## config.mk

```make
export PLATFORM = sky130hd
export DESIGN_NAME = des_iter_core
export DESIGN_NICKNAME = d
export VERILOG_FILES = /design/src/rtl/dcore_pkg.sv /design/src/rtl/dcore_seq.sv /design/src/rtl/dcore_keysched.sv /design/src/rtl/dcore_round.sv /design/src/rtl/des_iter_core.sv
export SDC_FILE = /design/constraint.sdc
export NUM_CORES = 1
export LEC_CHECK = 0
export ABC_AREA = 1
export BUFFER_PORTS_ARGS = -buffer_cell sky130_fd_sc_hd__buf_4
export CAP_MARGIN = 20
export CORE_MARGIN = 2
export CORE_UTILIZATION = 50
export CTS_BUF_LIST = sky130_fd_sc_hd__clkbuf_4 sky130_fd_sc_hd__clkbuf_8
export DETAILED_ROUTE_END_ITERATION = 8
export PLACE_DENSITY = 0.67
export RECOVER_POWER = 25
export SLEW_MARGIN = 20
export SYNTH_ARGS = -nofsm -noshare
export SYNTH_HDL_FRONTEND = slang
export SYNTH_HIERARCHICAL = 1
export SYNTH_SLANG_ARGS = --single-unit
```

## constraint.sdc

```tcl
create_clock -name clk -period 5.95 [get_ports clk]
set_clock_uncertainty 0.2 [all_clocks]
set_input_delay 1.19 -clock clk [delete_from_list [all_inputs] [get_ports clk]]
set_output_delay 1.19 -clock clk [all_outputs]
set_load 0.01 [all_outputs]
```

## src/rtl/dcore_pkg.sv

```systemverilog
package dcore_pkg;

  localparam int BLK_W  = 64;
  localparam int HALF_W = BLK_W / 2;
  localparam int SUB_W  = 48;
  localparam int CD_W   = 56;
  localparam int HCD_W  = CD_W / 2;
  localparam int ROUNDS = 16;
  localparam int CNT_W  = $clog2(ROUNDS);
  localparam int NSBOX  = 8;

  localparam int P_TAB [32] = '{
    16, 7, 20, 21, 29, 12, 28, 17, 1, 15, 23, 26, 5, 18, 31, 10,
    2, 8, 24, 14, 32, 27, 3, 9, 19, 13, 30, 6, 22, 11, 4, 25};

  localparam int KSEL_TAB [56] = '{
    57, 49, 41, 33, 25, 17, 9, 1, 58, 50, 42, 34, 26, 18,
    10, 2, 59, 51, 43, 35, 27, 19, 11, 3, 60, 52, 44, 36,
    63, 55, 47, 39, 31, 23, 15, 7, 62, 54, 46, 38, 30, 22,
    14, 6, 61, 53, 45, 37, 29, 21, 13, 5, 28, 20, 12, 4};

  localparam int KCMP_TAB [48] = '{
    14, 17, 11, 24, 1, 5, 3, 28, 15, 6, 21, 10,
    23, 19, 12, 4, 26, 8, 16, 7, 27, 20, 13, 2,
    41, 52, 31, 37, 47, 55, 30, 40, 51, 45, 33, 48,
    44, 49, 39, 56, 34, 53, 46, 42, 50, 36, 29, 32};

  // Four rows per substitution box; column 0 sits in the top nibble.
  localparam logic [63:0] SBOX_ROWS [32] = '{
    64'hE4D12FB83A6C5907, 64'h0F74E2D1A6CB9538, 64'h41E8D62BFC973A50, 64'hFC8249175B3EA06D,
    64'hF18E6B34972DC05A, 64'h3D47F28EC01A69B5, 64'h0E7BA4D158C6932F, 64'hD8A13F42B67C05E9,
    64'hA09E63F51DC7B428, 64'hD709346A285ECBF1, 64'hD6498F30B12C5AE7, 64'h1AD069874FE3B52C,
    64'h7DE3069A1285BC4F, 64'hD8B56F03472C1AE9, 64'hA690CB7DF13E5284, 64'h3F06A1D8945BC72E,
    64'h2C417AB6853FD0E9, 64'hEB2C47D150FA3986, 64'h421BAD78F9C5630E, 64'hB8C71E2D6F09A453,
    64'hC1AF92680D34E75B, 64'hAF427C9561DE0B38, 64'h9EF528C3704A1DB6, 64'h432C95FABE17608D,
    64'h4B2EF08D3C975A61, 64'hD0B7491AE35C2F86, 64'h14BDC37EAF680592, 64'h6BD814A7950FE23C,
    64'hD2846FB1A93E50C7, 64'h1FD8A374C56B0E92, 64'h7B419CE206ADF358, 64'h21E74A8DFC90356B};

  // Source position (1 = MSB) feeding output position i+1 of the initial permutation.
  function automatic int ip_src(input int i);
    int r;
    int c;
    r = i / 8;
    c = i % 8;
    if (r < 4) return 58 - 8 * c + 2 * r;
    else       return 57 - 8 * c + 2 * (r - 4);
  endfunction

  function automatic logic [BLK_W-1:0] perm_in(input logic [BLK_W-1:0] x);
    logic [BLK_W-1:0] y;
    for (int i = 0; i < BLK_W; i++) y[BLK_W-1-i] = x[BLK_W - ip_src(i)];
    return y;
  endfunction

  function automatic logic [BLK_W-1:0] perm_out(input logic [BLK_W-1:0] x);
    logic [BLK_W-1:0] y;
    for (int i = 0; i < BLK_W; i++) y[BLK_W - ip_src(i)] = x[BLK_W-1-i];
    return y;
  endfunction

  function automatic logic [SUB_W-1:0] expand(input logic [HALF_W-1:0] r);
    logic [SUB_W-1:0] y;
    int src;
    for (int i = 0; i < SUB_W; i++) begin
      src = ((4 * (i / 6) + (i % 6) + 31) % 32) + 1;
      y[SUB_W-1-i] = r[HALF_W - src];
    end
    return y;
  endfunction

  function automatic logic [HALF_W-1:0] pbox(input logic [HALF_W-1:0] x);
    logic [HALF_W-1:0] y;
    for (int i = 0; i < HALF_W; i++) y[HALF_W-1-i] = x[HALF_W - P_TAB[i]];
    return y;
  endfunction

  function automatic logic [CD_W-1:0] key_select(input logic [BLK_W-1:0] k);
    logic [CD_W-1:0] y;
    for (int i = 0; i < CD_W; i++) y[CD_W-1-i] = k[BLK_W - KSEL_TAB[i]];
    return y;
  endfunction

  function automatic logic [SUB_W-1:0] key_compress(input logic [CD_W-1:0] cd);
    logic [SUB_W-1:0] y;
    for (int i = 0; i < SUB_W; i++) y[SUB_W-1-i] = cd[CD_W - KCMP_TAB[i]];
    return y;
  endfunction

  function automatic logic [3:0] sbox_lookup(input int box, input logic [5:0] six);
    logic [63:0] row_word;
    int row;
    int col;
    row = int'({six[5], six[0]});
    col = int'(six[4:1]);
    row_word = SBOX_ROWS[box * 4 + row];
    return row_word[(15 - col) * 4 +: 4];
  endfunction

  // Rotation amount used to reach subkey n (1..16) from subkey n-1.
  function automatic int shift_of(input int n);
    if (n == 1 || n == 2 || n == 9 || n == 16) return 1;
    else return 2;
  endfunction

  function automatic logic [HCD_W-1:0] rotl_half(input logic [HCD_W-1:0] h, input int n);
    if (n == 1) return {h[HCD_W-2:0], h[HCD_W-1]};
    else        return {h[HCD_W-3:0], h[HCD_W-1:HCD_W-2]};
  endfunction

  function automatic logic [HCD_W-1:0] rotr_half(input logic [HCD_W-1:0] h, input int n);
    if (n == 1) return {h[0], h[HCD_W-1:1]};
    else        return {h[1:0], h[HCD_W-1:2]};
  endfunction

  function automatic logic [CD_W-1:0] rot_cd(input logic [CD_W-1:0] cd, input int n,
                                             input logic left);
    if (left) return {rotl_half(cd[CD_W-1:HCD_W], n), rotl_half(cd[HCD_W-1:0], n)};
    else      return {rotr_half(cd[CD_W-1:HCD_W], n), rotr_half(cd[HCD_W-1:0], n)};
  endfunction

endpackage

```

## src/rtl/dcore_seq.sv

```systemverilog
module dcore_seq
  import dcore_pkg::*;
(
  input  logic             clk,
  input  logic             rst_n,
  input  logic             start,
  output logic             accept,
  output logic             busy,
  output logic             last,
  output logic             done,
  output logic [CNT_W-1:0] cnt
);

  localparam logic [CNT_W-1:0] LAST_CNT = CNT_W'(ROUNDS - 1);

  assign accept = start && !busy;
  assign last   = busy && (cnt == LAST_CNT);

  always_ff @(posedge clk or negedge rst_n) begin
    if (!rst_n) begin
      busy <= 1'b0;
      done <= 1'b0;
      cnt  <= '0;
    end else if (accept) begin
      busy <= 1'b1;
      done <= 1'b0;
      cnt  <= '0;
    end else if (busy) begin
      cnt <= cnt + 1'b1;
      if (last) begin
        busy <= 1'b0;
        done <= 1'b1;
      end
    end
  end

  a_r6_start_ignored_busy: assert property (@(posedge clk) disable iff (!rst_n)
    (busy && !last) |=> (busy && cnt == $past(cnt) + 1'b1));

  a_r4_done_follows_last: assert property (@(posedge clk) disable iff (!rst_n)
    $rose(done) |-> $past(last));

  a_r5_done_holds: assert property (@(posedge clk) disable iff (!rst_n)
    (done && !start) |=> done);

  a_r1_busy_done_excl: assert property (@(posedge clk) disable iff (!rst_n)
    !(busy && done));

endmodule

```

## src/rtl/dcore_keysched.sv

```systemverilog
module dcore_keysched
  import dcore_pkg::*;
(
  input  logic             clk,
  input  logic             rst_n,
  input  logic             load,
  input  logic             step,
  input  logic             encrypt,
  input  logic [BLK_W-1:0] key_in,
  input  logic [CNT_W-1:0] cnt,
  output logic [SUB_W-1:0] subkey
);

  logic [CD_W-1:0] cd_q;
  logic [CD_W-1:0] cd_base;
  logic [CD_W-1:0] cd_next;
  logic            fwd_q;
  int              fwd_amt;
  int              rev_amt;

  assign cd_base = key_select(key_in);
  assign fwd_amt = shift_of(int'(cnt) + 2);
  assign rev_amt = shift_of(ROUNDS - int'(cnt));
  assign cd_next = fwd_q ? rot_cd(cd_q, fwd_amt, 1'b1) : rot_cd(cd_q, rev_amt, 1'b0);
  assign subkey  = key_compress(cd_q);

  always_ff @(posedge clk or negedge rst_n) begin
    if (!rst_n) begin
      cd_q  <= '0;
      fwd_q <= 1'b1;
    end else if (load) begin
      cd_q  <= encrypt ? rot_cd(cd_base, 1, 1'b1) : cd_base;
      fwd_q <= encrypt;
    end else if (step) begin
      cd_q <= cd_next;
    end
  end

  a_r3_direction_held: assert property (@(posedge clk) disable iff (!rst_n)
    (step && !load) |=> $stable(fwd_q));

endmodule

```

## src/rtl/dcore_round.sv

```systemverilog
module dcore_round
  import dcore_pkg::*;
(
  input  logic [HALF_W-1:0] left_in,
  input  logic [HALF_W-1:0] right_in,
  input  logic [SUB_W-1:0]  subkey,
  output logic [HALF_W-1:0] left_out,
  output logic [HALF_W-1:0] right_out
);

  logic [SUB_W-1:0]  mixed;
  logic [HALF_W-1:0] sub_out;
  logic [HALF_W-1:0] feistel_f;

  assign mixed = expand(right_in) ^ subkey;

  for (genvar g = 0; g < NSBOX; g++) begin : g_sbox
    assign sub_out[HALF_W-1-4*g -: 4] = sbox_lookup(g, mixed[SUB_W-1-6*g -: 6]);
  end

  assign feistel_f = pbox(sub_out);
  assign left_out  = right_in;
  assign right_out = left_in ^ feistel_f;

endmodule

```

## src/rtl/des_iter_core.sv

```systemverilog
module des_iter_core
  import dcore_pkg::*;
(
  input  logic        clk,
  input  logic        rst_n,
  input  logic        start,
  input  logic        encrypt,
  input  logic [63:0] key_in,
  input  logic [63:0] block_in,
  output logic [63:0] block_out,
  output logic        done
);

  logic             accept;
  logic             busy;
  logic             last;
  logic [CNT_W-1:0] cnt;
  logic [SUB_W-1:0] subkey;
  logic [HALF_W-1:0] l_q, r_q, l_nx, r_nx;
  logic [BLK_W-1:0] permuted;
  logic [BLK_W-1:0] res_q;

  dcore_seq u_seq (
    .clk    (clk),
    .rst_n  (rst_n),
    .start  (start),
    .accept (accept),
    .busy   (busy),
    .last   (last),
    .done   (done),
    .cnt    (cnt)
  );

  dcore_keysched u_ks (
    .clk     (clk),
    .rst_n   (rst_n),
    .load    (accept),
    .step    (busy),
    .encrypt (encrypt),
    .key_in  (key_in),
    .cnt     (cnt),
    .subkey  (subkey)
  );

  dcore_round u_round (
    .left_in   (l_q),
    .right_in  (r_q),
    .subkey    (subkey),
    .left_out  (l_nx),
    .right_out (r_nx)
  );

  assign permuted = perm_in(block_in);

  always_ff @(posedge clk or negedge rst_n) begin
    if (!rst_n) begin
      l_q   <= '0;
      r_q   <= '0;
      res_q <= '0;
    end else if (accept) begin
      l_q <= permuted[BLK_W-1:HALF_W];
      r_q <= permuted[HALF_W-1:0];
    end else if (busy) begin
      l_q <= l_nx;
      r_q <= r_nx;
      if (last) res_q <= perm_out({r_nx, l_nx});
    end
  end

  assign block_out = res_q;

  a_r5_result_stable: assert property (@(posedge clk) disable iff (!rst_n)
    (done && !start) |=> $stable(block_out));

  a_r1_output_only_on_last: assert property (@(posedge clk) disable iff (!rst_n)
    !$past(last) |-> $stable(block_out));

endmodule

```

==> flow_summary_export.csv, run 1 <==
group,metric,value,unit
synth,synth_area_leaders,"dfrtp_1 (27%), nand2_1 (22%), nand3_1 (19%)",
timing,fin_setup_tns,0,ns
synth,syn-num-nets,2966,
timing,slew_violations,183,
route,wl,58500,um
floorplan,ios,197,
synth,seq_area_frac_synth,26.8,%
timing,min_period,4.39,ns
clock_network,cts.sinks,191,
cells_and_area,area_growth,4.75,%
synth,ys_types,35,
cells_and_area,nets,2951,
synth,synth_top_area_share,26.7,%
cells_and_area,drive_gt1_share,11.3,%
floorplan,coreArea,35300,um^2
cells_and_area,fillers,3650,
synth,synth_warnings,6,
synth,yosysMostFrequentCell,"nand2_1",
route,wl_per_cell,18.1,um
grt,grt_pass1_wl,91400,um
clock_network,ctsHoldBuffers,0,
floorplan,fp.dieArea,37100,um^2
worst_setup_path,rr_startpoint,"u_seq/busy",
place,hpwlAfterDp,41500,um
status,violations,"max-capacitance violations, max-slew violations",
cells_and_area,final_area,18700,um^2
worst_setup_path,cp.required,6.21,ns
place,post_dp_cell_area,18300,um^2
clock_network,cts_tree,"done",
hold_path,min_from,"block_out[7]",
clock_network,cts_buffer_depth,2,
clock_network,ctsResizeCount,0,
synth,netlist_instances,2772,
clock_network,root_buffer,"clkbuf_8",
synth,synth_edf_count,0,
route,viasPerCell,5.81,
clock_network,insertion_delay,0.52,ns
clock_network,cts.clk_slew.worst_paths,0.12,ns
hold_path,hold_depth,2,
worst_setup_path,r2r-end,"l_q[6]",
worst_setup_path,cp-start-kind,"register",
floorplan,chipWidth,193,um
synth,synth_flop_cell,"dfrtp_1",
hold_path,min_path_type,"register to register",
hold_path,holdPathEnd,"block_out[7]",
synth,syn_avg_cell_area,6.42,um^2
synth,yosysTopAreaCell,"dfrtp_1",
route,post-route-drc-count,0,
floorplan,initial_utilization,50.4,%
synth,async_flop_share,100,%
synth,syn-cell-area,17800,um^2
floorplan,rows,69,
place,gp_congestion,0.931,
timing,finalSetupViolCount,0,
worst_setup_path,setup.worst_path.end_class,"register",
synth,ys_ff_latch,191,
timing,fin_crit_sh,73.8,%
grt,grt_overflow,0,
flow_run,maxCapViolCount,2,
worst_setup_path,rrSetupSlack,1.56,ns
clock_network,post_cts_buffers,0,
timing,hold_violations,0,
clock_network,h-tree-depth,4,
cells_and_area,n_antenna_cell,0,
route,num_vias,18765,
route,drt_first_pass_iters,7,
timing,max_clock_freq,228,MHz
clock_network,cts_buffers,17,
worst_setup_path,r2r_cells,7,
timing,rsz0062_at_grt,"no",
worst_setup_path,arrival,4.65,ns
grt,antenna_found_initial,0,
grt,grt_max_degree,115,
status,status,"finished with violations",
route,postRouteAntennaNets,0,
timing,max_slew_margin,-93.2,%
route,drt_iter0_markers,2010,
place,io_buffers,188,
synth,synth_common_cells,"nand2_1 (1067), nand3_1 (683), dfrtp_1 (190)",
worst_setup_path,crit_type,"register to register",
timing,tightest_slew,2.90,ns
worst_setup_path,worst-path-max-fanout,96,
floorplan,die_y,193,um
grt,grt_usage,31.3,%
grt,grt_pass1_vias,16177,
[metal layers]
metal  routed length, um  up-vias  part of all wire, %  global-route usage [%]
li1                    -     9013                    -                       -
met1               26300     8845                   45                    45.7
met2               26200      833                   45                    48.5
met3                4580       74                  7.8                    3.33
met4                1400        0                  2.4                    9.10
met5                   0        -                    0                       0
[metrics by stage]
| step | instances | setup WS (ns) | hold slack (ns) | util (%) |
|---|---|---|---|---|
| floorplan | 2772 | 3.33 | 0.265 | - |
| global placement | 3199 | 2.51 | 0.255 | 51.7 |
| detailed placement | 3199 | 2.47 | 0.260 | 51.7 |
| CTS | 3231 | 2.67 | 0.290 | 52.9 |
| global route | 3231 | 1.20 | 0.300 | 52.8 |
| finish | 3231 | 1.56 | 0.284 | 52.8 |
[final cells by class]
cell class	instances	area (um^2)	share of cell area [%]
clock buffer	18	248	1.33
clock inverter	14	168	0.899
sequential	191	4780	25.6
timing repair buffer	208	1570	8.39
inverter	182	684	3.67
multi-input combinational	2157	10600	57.0
tap	461	577	3.09
[registers in the layout, indices dropped and copies added, names as in the netlist]
register and count:
u_seq/busy 1, u_ks/fwd_q 1, u_seq/done 1, r_q 32, block_out 64, l_q 32
u_seq/cnt 4, u_ks/cd_q 56
[cells by family (layout without fill, tap and decap cells)]
group,count (synthesis),count (layout),synth area share [%]
and+or+nand+nor,1920,1920,47.0
DFF,191,191,26.8
buffers and inverters,424,422,13.5
AOI/OAI and AO/OA,132,132,5.54
adders and majority gates,62,62,4.36
xor gates and xnor gates,43,43,2.68
[how the worst max path moves through the flow]
stage	from	end	slack, ns
after floorplan	start	u_ks/cd_q[0]	3.33
after global placement	start	l_q[6]	2.51
after detailed placement	start	l_q[6]	2.47
after CTS	u_seq/cnt[1]	u_ks/cd_q[2]	2.67
after global routing	rst_n	l_q[2]	1.20
final	u_seq/busy	l_q[6]	1.56
[worst max-delay path, cell delays in order (launching register included)]
cell and delay, ns:
dfrtp_1 2.00, inv_2 0.11, nand2_2 0.20, inv_2 0.10, clkinv_2 0.38, buf_4 0.82
nand3_1 0.27, nand3_1 0.16
[cell usage in the layout, fill, tap and decap left out, types with 7 or more instances in the layout]
cell,instances
nand2_1,1067
nand3_1,684
buf_4,206
dfrtp_1,190
inv_1,143
nand4_1,66
nor2_1,63
ha_1,62
a221oi_1,54
a21oi_1,35
a21oi_2,31
clkinv_1,28
xnor2_1,23
nand3b_1,22
clkbuf_8,19
inv_2,10
nand2_2,10
o21ai_0,10
xor2_1,8
xnor2_2,7
Power of run 1 is not shown: default switching activity piles up to over one toggle a cycle in this logic, so the estimate is an artifact.
==> run 2, diff against run 1 <==
--- a/config.mk
+++ b/config.mk
@@ -5,14 +5,14 @@
 export SDC_FILE = /design/constraint.sdc
 export NUM_CORES = 1
 export LEC_CHECK = 0
-export ABC_AREA = 1
+export ABC_AREA = 0
 export BUFFER_PORTS_ARGS = -buffer_cell sky130_fd_sc_hd__buf_4
 export CAP_MARGIN = 20
 export CORE_MARGIN = 2
 export CORE_UTILIZATION = 50
 export CTS_BUF_LIST = sky130_fd_sc_hd__clkbuf_4 sky130_fd_sc_hd__clkbuf_8
 export DETAILED_ROUTE_END_ITERATION = 8
-export PLACE_DENSITY = 0.67
+export PLACE_DENSITY = 0.69
 export RECOVER_POWER = 25
 export SLEW_MARGIN = 20
 export SYNTH_ARGS = -nofsm -noshare
==> constraint.sdc (replaced) <==
create_clock -name clk -period 3.9 [get_ports clk]
set_clock_uncertainty 0.2 [all_clocks]
set_input_delay 0.78 -clock clk [delete_from_list [all_inputs] [get_ports clk]]
set_output_delay 0.78 -clock clk [all_outputs]
set_load 0.01 [all_outputs]
==> run 2 against run 1 <==
The run still ends with max-capacitance violations, max-slew violations left. Largest cell class unchanged. Synthesized cell count decreased by 29%. Sequential cell count stayed put. Critical path depth rose by 2. Die area up 0.36%. Critical path type unchanged. Wire length shrank 10%.
==> flow_summary_export.csv, run 2 <==
group,metric,value,unit
route,viasPerCell,6.28,
clock_network,ctsHoldBuffers,0,
route,drt_iter0_markers,1916,
worst_setup_path,crit_type,"register to register",
worst_setup_path,arrival,3.68,ns
synth,synth_common_cells,"dfrtp_1 (190), o21ai_0 (156), mux2i_1 (142)",
clock_network,cts_buffer_depth,2,
grt,grt_overflow,0,
floorplan,chipWidth,193,um
worst_setup_path,setup.worst_path.end_class,"register",
hold_path,min_path_type,"primary input to asynchronous set/reset pin",
synth,synth_warnings,6,
timing,min_period,3.45,ns
worst_setup_path,cp-start-kind,"register",
route,postRouteAntennaNets,0,
synth,yosysTopAreaCell,"dfrtp_1",
cells_and_area,area_growth,9.50,%
worst_setup_path,max_stage_delay,0.62,ns
synth,synth_area_leaders,"dfrtp_1 (27%), mux2i_1 (8.0%), mux2_4 (5.0%)",
synth,seq_area_frac_synth,26.7,%
place,hpwlAfterDp,37000,um
cells_and_area,final_common_cell,"buf_4",
clock_network,post_cts_buffers,0,
synth,yosysMostFrequentCell,"dfrtp_1",
cells_and_area,nets,2217,
clock_network,cts.sinks,191,
synth,synth_edf_count,0,
clock_network,cts_tree,"done",
clock_network,cts.clk_slew.worst_paths,0.12,ns
grt,grt_usage,27.9,%
flow_run,maxCapViolCount,2,
worst_setup_path,cp.required,4.13,ns
synth,async_flop_share,100,%
worst_setup_path,worst-path-max-fanout,9,
worst_setup_path,cp_num_buf_inv,1,
route,wl,52500,um
synth,syn-cell-area,17900,um^2
timing,max_clock_freq,290,MHz
clock_network,cts_buffers,17,
timing,fin_hold_ws,0.0195,ns
cells_and_area,largest_reg_flops,64,
cells_and_area,finish.utilization,55.3,%
timing,slew_violations,142,
timing,tightest_slew,2.04,ns
grt,antenna_found_initial,0,
timing,finalSetupViolCount,0,
synth,ys_types,74,
clock_network,ctsResizeCount,0,
route,drt_first_pass_iters,6,
cells_and_area,mostFrequentLayoutCells,"buf_4 (259), dfrtp_1 (189), o21ai_0 (156)",
synth,synth_flop_cell,"dfrtp_1",
place,gp_congestion,0.974,
route,post-route-drc-count,0,
worst_setup_path,critical_path.top_delay_family,"XOR/XNOR gates",
worst_setup_path,crit_chain,"xor2_1 > inv_1 > ha_1 > and3_1 > a221o_1 > mux4_2 > xnor2_1 > mux2i_1 > o21ai_1",
floorplan,ios,197,
clock_network,root_buffer,"clkbuf_8",
place,post_dp_cell_area,19200,um^2
timing,fin_crit_sh,88.5,%
status,violations,"max-capacitance violations, max-slew violations",
floorplan,die_y,193,um
synth,synth_top_area_share,26.6,%
grt,grt_pass1_wl,82500,um
cells_and_area,fillers,3210,
grt,grt_max_degree,100,
grt,grt_pass1_vias,14559,
place,io_buffers,188,
cells_and_area,drive_gt1_share,23.8,%
synth,ys_ff_latch,191,
worst_setup_path,crit_path_top_delay_cell,"xor2_1",
timing,hold_violations,0,
timing,fin_setup_tns,0,ns
route,wl_per_cell,21.0,um
synth,syn-num-nets,2158,
floorplan,coreArea,35400,um^2
clock_network,insertion_delay,0.52,ns
clock_network,h-tree-depth,4,
status,status,"finished with violations",
synth,syn_avg_cell_area,9.10,um^2
floorplan,rows,69,
floorplan,fp.dieArea,37300,um^2
synth,netlist_instances,1964,
timing,max_slew_margin,-36.2,%
cells_and_area,n_antenna_cell,0,
timing,rsz0062_at_grt,"no",
cells_and_area,final_area,19600,um^2
floorplan,initial_utilization,50.5,%
route,num_vias,15684,
run 2: layout make-up:
class                           instances  area [um^2]  share of cell area [%]
Inverter                               38          143                   0.729
Clock inverter                         15          173                   0.882
Timing Repair Buffer                  266         2050                    10.5
Clock buffer                           17          234                    1.20
Sequential cell                       191         4780                    24.4
Tap cell                              461          577                    2.95
Multi-Input combinational cell       1509        11600                    59.3
run 2: per-layer routing:
metal  part of all wire [%]  track usage, %  vias to the layer above  wire length, um
met2                     44            41.7                      744            22900
met5                      0               0                        -                0
met4                    1.9            7.11                        0              971
li1                       -               -                     7240                -
met1                     47            41.9                     7643            24500
met3                    7.7            4.51                       57             4050
run 2: cell families after synthesis:
family                     Yosys count  synth area share, %
AOI/OAI and AO/OA                  573                 20.5
and+or+nand+nor                    449                 11.9
DFF                                191                 26.7
adders and majority gates           62                 4.34
xor gates and xnor gates           127                 6.72
buffers and inverters              264                 8.55
muxes                              298                 21.2
run 2: final timing paths:
kind                                from             to  slack, ns  cells past startpoint
setup / recovery            u_ks/cd_q[8]        r_q[28]       0.45                      9
hold / removal                     rst_n  block_out[19]       0.02                      1
setup reg to reg            u_ks/cd_q[8]        r_q[28]       0.45                      9
hold reg to reg            block_out[34]  block_out[34]       0.31                      1
max in group asynchronous          rst_n   block_out[4]       1.13                      2
min in group clk            block_in[17]         r_q[5]       0.28                      3
run 2: metrics by stage:
step,setup WS (ns),instances
global route,0.259,2497
CTS,0.478,2497
floorplan,0.548,1964
finish,0.450,2497
global placement,0.538,2465
detailed placement,0.485,2465
Power of run 2 is left out for the same reason.
